==> src/rtl/cmd_arb_pkg.sv <==
package cmd_arb_pkg;

    localparam int ENGINE_PORTS = 4;

    typedef enum logic [1:0] {
        ARB_ROTATE     = 2'd0,
        ARB_FWD_PRIO   = 2'd1,
        ARB_REV_PRIO   = 2'd2,
        ARB_ROTATE_ALT = 2'd3
    } arb_mode_e;

    function automatic int unsigned wrap_next(input int unsigned idx, input int unsigned n);
        return (idx + 1 >= n) ? 0 : idx + 1;
    endfunction

endpackage

==> src/rtl/arb_rot_pick.sv <==
module arb_rot_pick #(
    parameter  int N = 5,
    localparam int W = $clog2(N)
) (
    input  logic [N-1:0] req,
    input  logic [W-1:0] start,
    output logic         found,
    output logic [W-1:0] idx
);
    int unsigned cand;

    always_comb begin
        found = 1'b0;
        idx   = '0;
        cand  = 0;
        for (int k = 0; k < N; k++) begin
            cand = int'(start) + k;
            if (cand >= N) cand = cand - N;
            if (!found && req[cand[W-1:0]]) begin
                found = 1'b1;
                idx   = cand[W-1:0];
            end
        end
    end
endmodule

==> src/rtl/arb_prio_pick.sv <==
module arb_prio_pick #(
    parameter  int N       = 5,
    parameter  bit REVERSE = 1'b0,
    localparam int W       = $clog2(N)
) (
    input  logic [N-1:0] req,
    output logic         found,
    output logic [W-1:0] idx
);
    assign found = |req;

    generate
        if (REVERSE) begin : g_high_first
            always_comb begin
                idx = '0;
                for (int k = 0; k < N; k++)
                    if (req[k]) idx = W'(k);
            end
        end else begin : g_low_first
            always_comb begin
                idx = '0;
                for (int k = N - 1; k >= 0; k--)
                    if (req[k]) idx = W'(k);
            end
        end
    endgenerate
endmodule

==> src/rtl/cmd_arbiter.sv <==
module cmd_arbiter
    import cmd_arb_pkg::*;
#(
    parameter  int N_ENG = ENGINE_PORTS,
    localparam int N_REQ = N_ENG + 1,
    localparam int W     = $clog2(N_REQ)
) (
    input  logic             clk,
    input  logic             rst,
    input  logic [N_REQ-1:0] req,
    input  logic [1:0]       mode,
    input  logic             accept,
    output logic [N_REQ-1:0] grant,
    output logic             grant_valid,
    output logic [W-1:0]     grant_idx
);
    logic [W-1:0] rr_ptr;
    logic [W-1:0] rr_base;
    logic [W-1:0] rr_start;
    logic         take;
    logic         reload;

    logic         rot_found, fwd_found, rev_found, sel_found;
    logic [W-1:0] rot_idx, fwd_idx, rev_idx, sel_idx;

    assign take     = grant_valid && accept;
    assign reload   = !grant_valid || accept;
    assign rr_base  = take ? grant_idx : rr_ptr;
    assign rr_start = W'(wrap_next(int'(rr_base), N_REQ));

    arb_rot_pick #(.N(N_REQ)) u_rot (
        .req   (req),
        .start (rr_start),
        .found (rot_found),
        .idx   (rot_idx)
    );

    arb_prio_pick #(.N(N_REQ), .REVERSE(1'b0)) u_fwd (
        .req   (req),
        .found (fwd_found),
        .idx   (fwd_idx)
    );

    arb_prio_pick #(.N(N_REQ), .REVERSE(1'b1)) u_rev (
        .req   (req),
        .found (rev_found),
        .idx   (rev_idx)
    );

    always_comb begin
        case (arb_mode_e'(mode))
            ARB_FWD_PRIO: begin sel_found = fwd_found; sel_idx = fwd_idx; end
            ARB_REV_PRIO: begin sel_found = rev_found; sel_idx = rev_idx; end
            default:      begin sel_found = rot_found; sel_idx = rot_idx; end
        endcase
    end

    always_ff @(posedge clk) begin
        if (rst) begin
            grant_valid <= 1'b0;
            grant_idx   <= '0;
            rr_ptr      <= W'(N_REQ - 1);
        end else begin
            if (take)
                rr_ptr <= grant_idx;
            if (reload) begin
                grant_valid <= sel_found;
                if (sel_found)
                    grant_idx <= sel_idx;
            end
        end
    end

    always_comb begin
        grant = '0;
        if (grant_valid)
            grant[grant_idx] = 1'b1;
    end
endmodule

==> config.mk <==
export PLATFORM = sky130hd
export DESIGN_NAME = cmd_arbiter
export DESIGN_NICKNAME = d
export VERILOG_FILES = /design/src/rtl/cmd_arb_pkg.sv /design/src/rtl/arb_rot_pick.sv /design/src/rtl/arb_prio_pick.sv /design/src/rtl/cmd_arbiter.sv
export SDC_FILE = /design/constraint.sdc
export NUM_CORES = 1
export LEC_CHECK = 0
export ABC_AREA = 0
export BUFFER_PORTS_ARGS = -buffer_cell sky130_fd_sc_hd__buf_4
export CELL_PAD_IN_SITES_DETAIL_PLACEMENT = 1
export CELL_PAD_IN_SITES_GLOBAL_PLACEMENT = 1
export CORE_ASPECT_RATIO = 0.9
export CORE_MARGIN = 3
export CORE_UTILIZATION = 43
export CTS_CLUSTER_DIAMETER = 40
export DETAILED_ROUTE_END_ITERATION = 12
export GPL_TIMING_DRIVEN = 1
export PLACE_DENSITY = 0.83
export RECOVER_POWER = 25
export SETUP_SLACK_MARGIN = 0.3
export SLEW_MARGIN = 15
export SYNTH_ARGS = -nofsm -noshare
export SYNTH_HDL_FRONTEND = slang
export SYNTH_SLANG_ARGS = --single-unit
==> constraint.sdc <==
create_clock -name clk -period 4.8 [get_ports clk]
set_input_delay 0.48 -clock clk [delete_from_list [all_inputs] [get_ports clk]]
set_output_delay 0.48 -clock clk [all_outputs]
set_load 0.02 [all_outputs]
==> impl_metrics.csv, run 1 <==
group,metric,value,unit
status,outcome,"finished, final reports clean",
floorplan,core-area,0.00345,mm^2
global_routing,grt_pass1_vias,1896,
pwr,power_switching,0.203,mW
yosys,synth_top_cell_by_area,"dfxtp_1",
floorplan,num_io_pins,19,
cts,numCtsBuffers,3,
finish,synthToLayoutAreaGrowth,12.2,%
cts,max-clock-path-buffers,2,
finish,final_common_cell,"nand2_1",
cts,postCtsSetupBuffers,0,
yosys,yosys.cell_types.count,65,
critical_path,critPathMaxFanout,11,
detailed_routing,first_pass_iters,4,
timing,fin_crit_sh,87.7,%
hold_path,worstHoldStart,"rst",
timing,timing.setup.tns,0,ns
floorplan,start_util,45.6,%
critical_path,cp_data_required_time,4.92,ns
pwr,power,0.435,mW
finish,regArea,140,um^2
finish,drive_above_1_share,18.7,%
critical_path,r2r_start,"grant_valid",
finish,multi_input_comb_area,0.00132,mm^2
yosys,syn_inst,213,
critical_path,path_buf_inv,1,
critical_path,critPathTopFamily,"compound AO/OA/AOI/OAI gates",
yosys,synth_edf_count,0,
floorplan,chipWidth,69.8,um
yosys,synth_warnings,0,
critical_path,r2r_end,"grant_idx[0]",
place,io_buffers,18,
hold_path,hold_end,"grant_valid",
finish,num_antenna_cells,0,
timing,grt_setup_unrepaired,"false",
critical_path,worstRegToRegCells,14,
yosys,synth_area,0.00158,mm^2
timing,layout_min_cycle_time,4.21,ns
timing,worst_pin_slew,0.623,ns
cts,path_clk_slew,0.04,ns
timing,timing.final.ws_setup,0.592,ns
hold_path,hold_path_class,"input port to flop",
pwr,seqPwrFrac,17.4,%
critical_path,crit_chain,"nand2_1, mux2_2, ha_1, nand3_2, inv_1, ha_1, a21oi_2, a2111oi_0, a41o_4, o41ai_4, nand2_1, o41ai_1, a2111oi_1, o32ai_1",
timing,finalClockSkew,0.000279,ns
pwr,ir_drop,94.7,uV
detailed_routing,wl_per_cell,20.4,um
floorplan,die-height,63.4,um
yosys,yosysSeqAreaShare,8.90,%
yosys,syn_area_per_cell,7.40,um^2
place,gp_congestion,0.957,
finish,fillerInstances,448,
timing,finalMaxSlewViolations,0,
yosys,synth_fp_nets,233,
pwr,clock_power_share,18.9,%
floorplan,dieArea,0.00443,mm^2
detailed_routing,vias,1786,
yosys,ys_ff_latch,7,
detailed_routing,drcViolationCount,0,
flow_run,drv_cap,0,
critical_path,critPathSlowestCell,"o41ai_4",
cts,cts.sinks,7,
timing,clock.fmax,238,MHz
cts,h-tree-depth,1,
global_routing,track_usage,25.6,%
finish,utilization,51.2,%
timing,relSlewSlack,57.9,%
critical_path,end_kind,"flop",
finish,final_cell_mix,"nand2_1 (22), buf_4 (20), inv_1 (11), nor2_1 (11), a21oi_1 (11)",
yosys,synth_ff_type,"dfxtp_1",
critical_path,start_kind,"flop",
hold_path,min_path_cells,2,
yosys,synthArstFlopShare,0,%
floorplan,num_rows,20,
yosys,synth_top_area_share,8.90,%
critical_path,worstPathArrival,4.33,ns
pwr,p_sw_share,46.8,%
yosys,synthTopCellsByArea,"dfxtp_1 (8.9%), ha_1 (7.9%), nand2_1 (5.2%)",
pwr,p_int,0.231,mW
timing,hold_viol,0,
pwr,powerDensity,246,mW/mm^2
pwr,power_leakage,0.725,nW
detailed_routing,routed_wl,5490,um
pwr,power.share.combinational,63.7,%
place,dp_hpwl,4090,um
detailed_routing,viasPerCell,6.64,
detailed_routing,antenna_left,0,
cts,cts_tree,"yes",
global_routing,gr-total-overflow,0,
critical_path,ff2ff_setup_slack,0.59,ns
cts,cts_root_buffer,"clkbuf_8",
global_routing,grt_max_degree,15,
global_routing,antenna_found_initial,0,
place,pre_cts_ws,0.414,ns
place,placed_cells,265,
cts,clock_latency,0.22,ns
detailed_routing,drt_iter0_markers,111,
critical_path,max_stage_delay,0.58,ns
finish,fin_nets,246,
global_routing,grt_pass1_wl,9410,um
critical_path,path_class,"flop to flop",
finish,stdcell_count,269,
timing,setup_violations,0,
## cell type report
cell class	instances	share of cell area [%]
multi-input combinational	180	74.8
clock buffer	4	2.55
inverter	12	2.69
sequential	7	7.93
tap	44	3.12
timing repair buffer	22	8.92
## logic make-up after synthesis
group,synth area share (%)
adder cells (fa/ha/maj),7.94
buffers and inverters,7.70
flip-flops,8.90
AO/OA/AOI/OAI,40.0
AND/OR/NAND/NOR,32.1
XOR/XNOR,0.556
multiplexers,2.86
## per-stage QoR
stage          area [um^2]  hold WS, ns
2_1_floorplan         1580        0.549
3_3_place_gp          1720        0.567
3_5_place_dp          1720        0.599
4_1_cts               1770        0.487
5_1_grt               1770        0.507
6_report              1770        0.492
## metal layers
layer / up-vias / wire length (um) / GRT usage [%] / part of all wire, %
met5: - / 0 / 0 / 0
met4: 0 / 97 / 5.74 / 1.8
met3: 10 / 221 / 2.39 / 4.0
met2: 47 / 2630 / 42.6 / 48
met1: 874 / 2540 / 35.7 / 46
li1: 855 / - / - / -
## worst max path at each step
stage,start,to,slack [ns],depth (start not counted)
finish,grant_valid,grant_idx[0],0.59,14
global route,grant_valid,grant_idx[0],0.21,14
CTS,grant_valid,grant_idx[1],0.46,14
detailed placement,accept,grant_idx[1],0.41,15
global placement,accept,grant_idx[1],0.56,15
floorplan,accept,grant_idx[1],0.81,15
## synth_stat cells, types with 5 or more instances
cell	number
a21oi_1	12
o21ai_0	5
ha_1	10
a21o_1	6
nor3_1	5
nor2_1	11
nand2_1	22
dfxtp_1	7
a211oi_1	6
o2111ai_1	6
clkbuf_1	8
nand3_1	7
nand2b_1	9
inv_1	11
## power groups by stage
stage / logic, mW / clock network (mW) / registers [mW]
final: 0.277 / 0.0821 / 0.0756
after global routing: 0.303 / 0.0878 / 0.0769
after CTS: 0.273 / 0.0840 / 0.0756
after detailed placement: 0.271 / 0 / 0.0766
after global placement: 0.263 / 0 / 0.0754
after floorplan: 0.198 / 0 / 0.0772
## worst register-to-register path, cell delays in order, from the launching register on
cell and delay (ns):
dfxtp_1 0.56, nand2_1 0.15, mux2_2 0.35, ha_1 0.31
nand3_2 0.09, inv_1 0.15, ha_1 0.32, a21oi_2 0.27
a2111oi_0 0.14, a41o_4 0.31, o41ai_4 0.58, nand2_1 0.15
o41ai_1 0.47, a2111oi_1 0.13, o32ai_1 0.14
## timing repair
action,4_1_cts,5_1_grt
resized for setup,0,4
endpoints found under the setup margin,0,4
hold buffers,0,0
## state kept, by name, summed over array words and instances (netlist names)
register / cells
grant_idx: 3
grant_valid: 1
rr_ptr: 3
(Power assumes the default switching activity.)
==> run 2, diff against run 1 <==
--- a/config.mk
+++ b/config.mk
@@ -5,17 +5,17 @@
 export SDC_FILE = /design/constraint.sdc
 export NUM_CORES = 1
 export LEC_CHECK = 0
-export ABC_AREA = 0
+export ABC_AREA = 1
 export BUFFER_PORTS_ARGS = -buffer_cell sky130_fd_sc_hd__buf_4
 export CELL_PAD_IN_SITES_DETAIL_PLACEMENT = 1
 export CELL_PAD_IN_SITES_GLOBAL_PLACEMENT = 1
 export CORE_ASPECT_RATIO = 0.9
 export CORE_MARGIN = 3
-export CORE_UTILIZATION = 43
+export CORE_UTILIZATION = 40
 export CTS_CLUSTER_DIAMETER = 40
 export DETAILED_ROUTE_END_ITERATION = 12
 export GPL_TIMING_DRIVEN = 1
-export PLACE_DENSITY = 0.83
+export PLACE_DENSITY = 0.82
 export RECOVER_POWER = 25
 export SETUP_SLACK_MARGIN = 0.3
 export SLEW_MARGIN = 15
==> impl_metrics.csv, run 2 <==
group,metric,value,unit
status,outcome,"finished, final reports clean",
cts,hold_buffers,0,
yosys,ys_ff_latch,7,
finish,drive_above_1_share,21.5,%
pwr,power,0.398,mW
pwr,clock_power_share,20.9,%
timing,fin_crit_sh,81.9,%
global_routing,grt_pass1_wl,7790,um
finish,num_antenna_cells,0,
timing,finalClockSkew,0.00175,ns
timing,finalMaxSlewViolations,0,
timing,setup_violations,0,
critical_path,start_kind,"flop",
critical_path,worstPathArrival,4.08,ns
yosys,synth_most_common_cell,"nand2_1",
pwr,seqPwrFrac,17.6,%
finish,fillerInstances,504,
yosys,yosysSeqAreaShare,9.69,%
critical_path,cp_data_required_time,4.95,ns
cts,cts.sinks,7,
critical_path,end_kind,"flop",
timing,layout_min_cycle_time,3.93,ns
floorplan,num_io_pins,19,
floorplan,die-height,63.0,um
detailed_routing,met2_length,2060,um
timing,worst_pin_slew,0.796,ns
yosys,synth_fp_nets,262,
yosys,synth_area,0.00145,mm^2
yosys,synth_edf_count,0,
flow_run,drv_cap,0,
finish,final_common_cell,"nand2_1",
floorplan,dieArea,0.00437,mm^2
timing,timing.setup.tns,0,ns
place,dp_hpwl,3760,um
cts,postCtsSetupBuffers,0,
critical_path,path_class,"flop to flop",
finish,synthToLayoutAreaGrowth,13.3,%
detailed_routing,first_pass_iters,4,
yosys,syn_area_per_cell,5.98,um^2
cts,cts_tree,"yes",
timing,relSlewSlack,46.8,%
yosys,synth_ff_type,"dfxtp_1",
yosys,yosys-top-cells-count,"nand2_1 (53), inv_1 (34), nand3_1 (33), nor2_1 (19), o21ai_0 (13)",
pwr,power.share.combinational,61.6,%
pwr,powerDensity,243,mW/mm^2
cts,clock_latency,0.23,ns
yosys,syn_inst,242,
finish,fin_nets,282,
pwr,p_sw_share,49.6,%
global_routing,grt_pass1_vias,1653,
finish,utilization,47.8,%
floorplan,start_util,42.2,%
timing,grt_setup_unrepaired,"false",
detailed_routing,viasPerCell,5.43,
yosys,synth_warnings,0,
cts,path_clk_slew,0.04,ns
global_routing,grt_max_degree,17,
hold_path,hold_path_class,"input port to flop",
finish,reg_top3,"grant_idx x3, rr_ptr x3, grant_valid x1",
yosys,synth_top_area_share,13.8,%
timing,clock.fmax,254,MHz
cts,cts_root_buffer,"clkbuf_8",
pwr,ir_drop,168,uV
cts,numCtsBuffers,3,
yosys,synthArstFlopShare,0,%
detailed_routing,routed_wl,4500,um
floorplan,core-area,0.00343,mm^2
detailed_routing,met1_length,2330,um
detailed_routing,drcViolationCount,0,
detailed_routing,drt_iter0_markers,95,
floorplan,chipWidth,69.4,um
cts,h-tree-depth,1,
place,io_buffers,18,
cts,post_cts_resized,0,
floorplan,num_rows,20,
yosys,synthTopCellsByArea,"nand2_1 (14%), nand3_1 (11%), dfxtp_1 (9.7%)",
global_routing,track_usage,21.6,%
global_routing,antenna_found_initial,0,
detailed_routing,met3WireLength,88,um
detailed_routing,vias,1656,
yosys,yosys.cell_types.count,28,
cts,max-clock-path-buffers,2,
detailed_routing,wl_per_cell,14.8,um
global_routing,gr-total-overflow,0,
timing,hold_viol,0,
detailed_routing,top_layer_used,"met4",
yosys,synth_top_cell_by_area,"nand2_1",
pwr,power_switching,0.198,mW
timing,hold_slack,0.474,ns
pwr,power_leakage,0.835,nW
critical_path,critPathMaxFanout,16,
finish,final_cell_mix,"nand2_1 (56), inv_1 (34), nand3_1 (33), nor2_1 (19), buf_4 (17)",
detailed_routing,antenna_left,0,
place,gp_congestion,0.870,
pwr,p_int,0.201,mW
==> run 2: cell types whose count changed in the layout (fill, tap and decap cells not counted), moves of 7 or more <==
cell / change
o21ai_0: +8
nand3_2: +7
nand2_2: +9
nand2b_1: -9
inv_1: +23
nand2_1: +34
nand3_1: +26
nor2_1: +8
==> run 2: cell families (layout without fill, tap and decap cells) <==
group / count (synthesis) / after routing / share of synthesized area, %
flops: 7 / 7 / 9.69
simple gates: 150 / 150 / 55.4
fa+ha+maj: 10 / 10 / 8.65
compound gates: 36 / 36 / 14.8
buf+inv: 38 / 57 / 10.9
xor+xnor: 1 / 1 / 0.606
==> run 2: area by class of cell <==
class | count | area (um^2) | area share [%]
multi-input combinational | 197 | 1140 | 69.3
sequential | 7 | 140 | 8.55
timing repair buffer | 18 | 131 | 8.02
inverter | 35 | 131 | 8.02
tap | 44 | 55.1 | 3.36
clock buffer | 4 | 45.0 | 2.75
==> run 2: path summary, 6_finish.rpt <==
check / from / slack [ns] / end / cells past startpoint
min: rst / 0.47 / grant_idx[0] / 2
max: grant_valid / 0.87 / grant_idx[1] / 17
min reg2reg: grant_idx[2] / 0.50 / grant_idx[2] / 2
max reg2reg: grant_valid / 0.87 / grant_idx[1] / 17
==> run 2: critical path, cell delays in order (launching register included) <==
cell and delay, ns:
dfxtp_1 0.44, nand2_1 0.16, nand2_2 0.09, nand2_1 0.46, ha_1 0.58, ha_1 0.40, a21oi_2 0.28, inv_1 0.15
o21ai_1 0.31, nand3b_1 0.15, nand2_1 0.07, nand2_1 0.08, o21ai_2 0.08, nor2_2 0.19, nand3_1 0.09, nor2_1 0.10
o21ai_1 0.08, a21oi_1 0.14
==> run 2: power groups by stage <==
stage / combinational [mW] / sequential, mW / clock [mW]
floorplan: 0.181 / 0.0744 / 0
global placement: 0.242 / 0.0707 / 0
detailed placement: 0.247 / 0.0708 / 0
CTS: 0.248 / 0.0700 / 0.0850
global route: 0.278 / 0.0707 / 0.0900
finish: 0.245 / 0.0700 / 0.0831
==> run 2: metal layers <==
metal | vias to the layer above | track usage, %
met2 | 17 | 36.2
met1 | 797 | 30.4
li1 | 838 | -
met4 | 0 | 3.17
met5 | - | 0
met3 | 4 | 2.25
==> run 2: stage by stage <==
step	area, um^2	instances	setup WS, ns
4_1_cts	1660	305	1.10
3_5_place_dp	1610	301	0.935
5_1_grt	1640	305	0.460
3_3_place_gp	1610	301	1.00
2_1_floorplan	1450	242	1.54
6_report	1640	305	0.870
==> run 3, diff against run 2 <==
--- a/config.mk
+++ b/config.mk
@@ -5,17 +5,17 @@
 export SDC_FILE = /design/constraint.sdc
 export NUM_CORES = 1
 export LEC_CHECK = 0
-export ABC_AREA = 1
+export ABC_AREA = 0
 export BUFFER_PORTS_ARGS = -buffer_cell sky130_fd_sc_hd__buf_4
 export CELL_PAD_IN_SITES_DETAIL_PLACEMENT = 1
 export CELL_PAD_IN_SITES_GLOBAL_PLACEMENT = 1
 export CORE_ASPECT_RATIO = 0.9
 export CORE_MARGIN = 3
-export CORE_UTILIZATION = 40
+export CORE_UTILIZATION = 43
 export CTS_CLUSTER_DIAMETER = 40
 export DETAILED_ROUTE_END_ITERATION = 12
 export GPL_TIMING_DRIVEN = 1
-export PLACE_DENSITY = 0.82
+export PLACE_DENSITY = 0.83
 export RECOVER_POWER = 25
 export SETUP_SLACK_MARGIN = 0.3
 export SLEW_MARGIN = 15
==> constraint.sdc (replaced) <==
create_clock -name clk -period 3.8 [get_ports clk]
set_input_delay 0.38 -clock clk [delete_from_list [all_inputs] [get_ports clk]]
set_output_delay 0.38 -clock clk [all_outputs]
set_load 0.02 [all_outputs]
==> impl_metrics.csv, run 3 (synthesis results as in run 1) <==
group,metric,value,unit
cts,hold_buffers,0,
timing,timing.setup.tns,0,ns
critical_path,worstPathArrival,3.90,ns
pwr,powerDensity,330,mW/mm^2
detailed_routing,viasPerCell,7.82,
floorplan,die-height,63.4,um
critical_path,cp_data_required_time,3.93,ns
place,dp_hpwl,4630,um
pwr,power_leakage,0.988,nW
floorplan,chipWidth,69.8,um
cts,clock_latency,0.23,ns
critical_path,start_kind,"flop",
floorplan,core-area,0.00345,mm^2
global_routing,gr-total-overflow,0,
floorplan,num_rows,20,
cts,cts.sinks,7,
cts,numCtsBuffers,3,
status,outcome,"finished, final reports clean",
pwr,power,0.811,mW
timing,clock.fmax,265,MHz
critical_path,end_kind,"flop",
timing,fin_crit_sh,99.3,%
global_routing,grt_pass1_vias,2072,
timing,worst_pin_slew,0.746,ns
detailed_routing,wl_per_cell,31.4,um
flow_run,drv_cap,0,
finish,num_antenna_cells,0,
hold_path,hold_path_class,"input port to flop",
finish,synthToLayoutAreaGrowth,56.0,%
timing,finalMaxSlewViolations,0,
finish,fin_nets,284,
place,io_buffers,18,
hold_path,min_path_cells,2,
detailed_routing,drcViolationCount,0,
timing,setup_violations,0,
finish,final_cell_mix,"buf_4 (56), nand2_1 (20), nor2_1 (10), inv_1 (9), nand2b_1 (9)",
finish,reg_top3,"grant_idx x3, rr_ptr x3, grant_valid x1",
detailed_routing,first_pass_iters,5,
global_routing,track_usage,29.0,%
timing,hold_viol,0,
global_routing,grt_max_degree,13,
timing,finalClockSkew,0.00201,ns
finish,final_common_cell,"buf_4",
detailed_routing,antenna_left,0,
floorplan,num_io_pins,19,
detailed_routing,drt_iter0_markers,346,
finish,drive_above_1_share,46.0,%
cts,cts_tree,"yes",
timing,relSlewSlack,50.2,%
cts,cts_root_buffer,"clkbuf_8",
critical_path,path_class,"flop to flop",
cts,max-clock-path-buffers,2,
pwr,ir_drop,157,uV
cts,path_clk_slew,0.04,ns
critical_path,critPathMaxFanout,5,
place,pre_cts_ws,-0.00490,ns
floorplan,start_util,45.6,%
timing,layout_min_cycle_time,3.77,ns
timing,timing.final.ws_setup,0.0267,ns
critical_path,worstRegToRegCells,16,
global_routing,antenna_found_initial,0,
detailed_routing,vias,2401,
finish,utilization,71.2,%
place,gp_congestion,1.01,
cts,h-tree-depth,1,
detailed_routing,routed_wl,9630,um
global_routing,grt_pass1_wl,10400,um
timing,grt_setup_unrepaired,"true",
floorplan,dieArea,0.00443,mm^2
run 3: cell types whose count changed in the layout (fill, tap and decap cells not counted), sizes merged, moves of 6 or more:
cell,change
a211oi,+7
a21o,+6
buf,+42
inv,-24
nand2,-48
nand2b,+9
nand3,-34
nor2,-11
o2111ai,+6
o21ai,-17
run 3: cell type report:
class,instances,area (um^2)
multi-input cells,180,1690
repair buffers,60,475
inverters,12,56.3
flip-flops and latches,7,140
well taps,44,55.1
fillers,370,996
clock buffers,4,45.0
run 3: path summary, 6_finish.rpt:
kind	end	start	slack, ns
setup / recovery	grant_idx[1]	grant_valid	0.03
setup reg to reg	grant_idx[1]	grant_valid	0.03
hold reg to reg	rr_ptr[1]	rr_ptr[1]	0.66
hold / removal	rr_ptr[1]	rst	0.40
run 3: repair_timing:
action / 4_1_cts / 5_1_grt
buffers inserted: 1 / 27
resized for setup: 8 / 55
setup endpoints to repair: 4 / 4
pin swaps: 5 / 20
run 3: power by group:
part | leakage (nW) | internal [mW] | switching (mW) | total [mW]
Clock | 0.0228 | 0.0729 | 0.0360 | 0.109
Sequential | 0.0576 | 0.0815 | 0.0124 | 0.0939
Combinational | 0.907 | 0.252 | 0.356 | 0.608
run 3: critical path, stage by stage, from the launching register on:
cell and delay (ns):
dfxtp_1 0.38, nand2_4 0.07, mux2_1 0.39, ha_4 0.31, nand3_4 0.10, buf_12 0.16
ha_4 0.17, a21oi_4 0.17, buf_6 0.13, nor4_1 0.06, a41o_1 0.27, o41ai_4 0.46
buf_4 0.22, nand2_2 0.08, o211ai_1 0.15, o221ai_1 0.19, a311oi_1 0.33
run 3: metal layers:
layer	up-vias	track usage, %	part of all wire (%)
met5	-	0	0
met4	0	10.5	5.4
met3	75	7.02	11
met2	239	46.6	44
met1	1154	37.7	39
li1	933	-	-
run 3: stage by stage:
step                      area (um^2)  instances  hold slack [ns]
final                            2460        307            0.402
after global routing             2460        307            0.407
after CTS                        1960        280            0.394
after detailed placement         1870        275            0.594
after global placement           1870        275            0.580
after floorplan                  1650        213            0.442
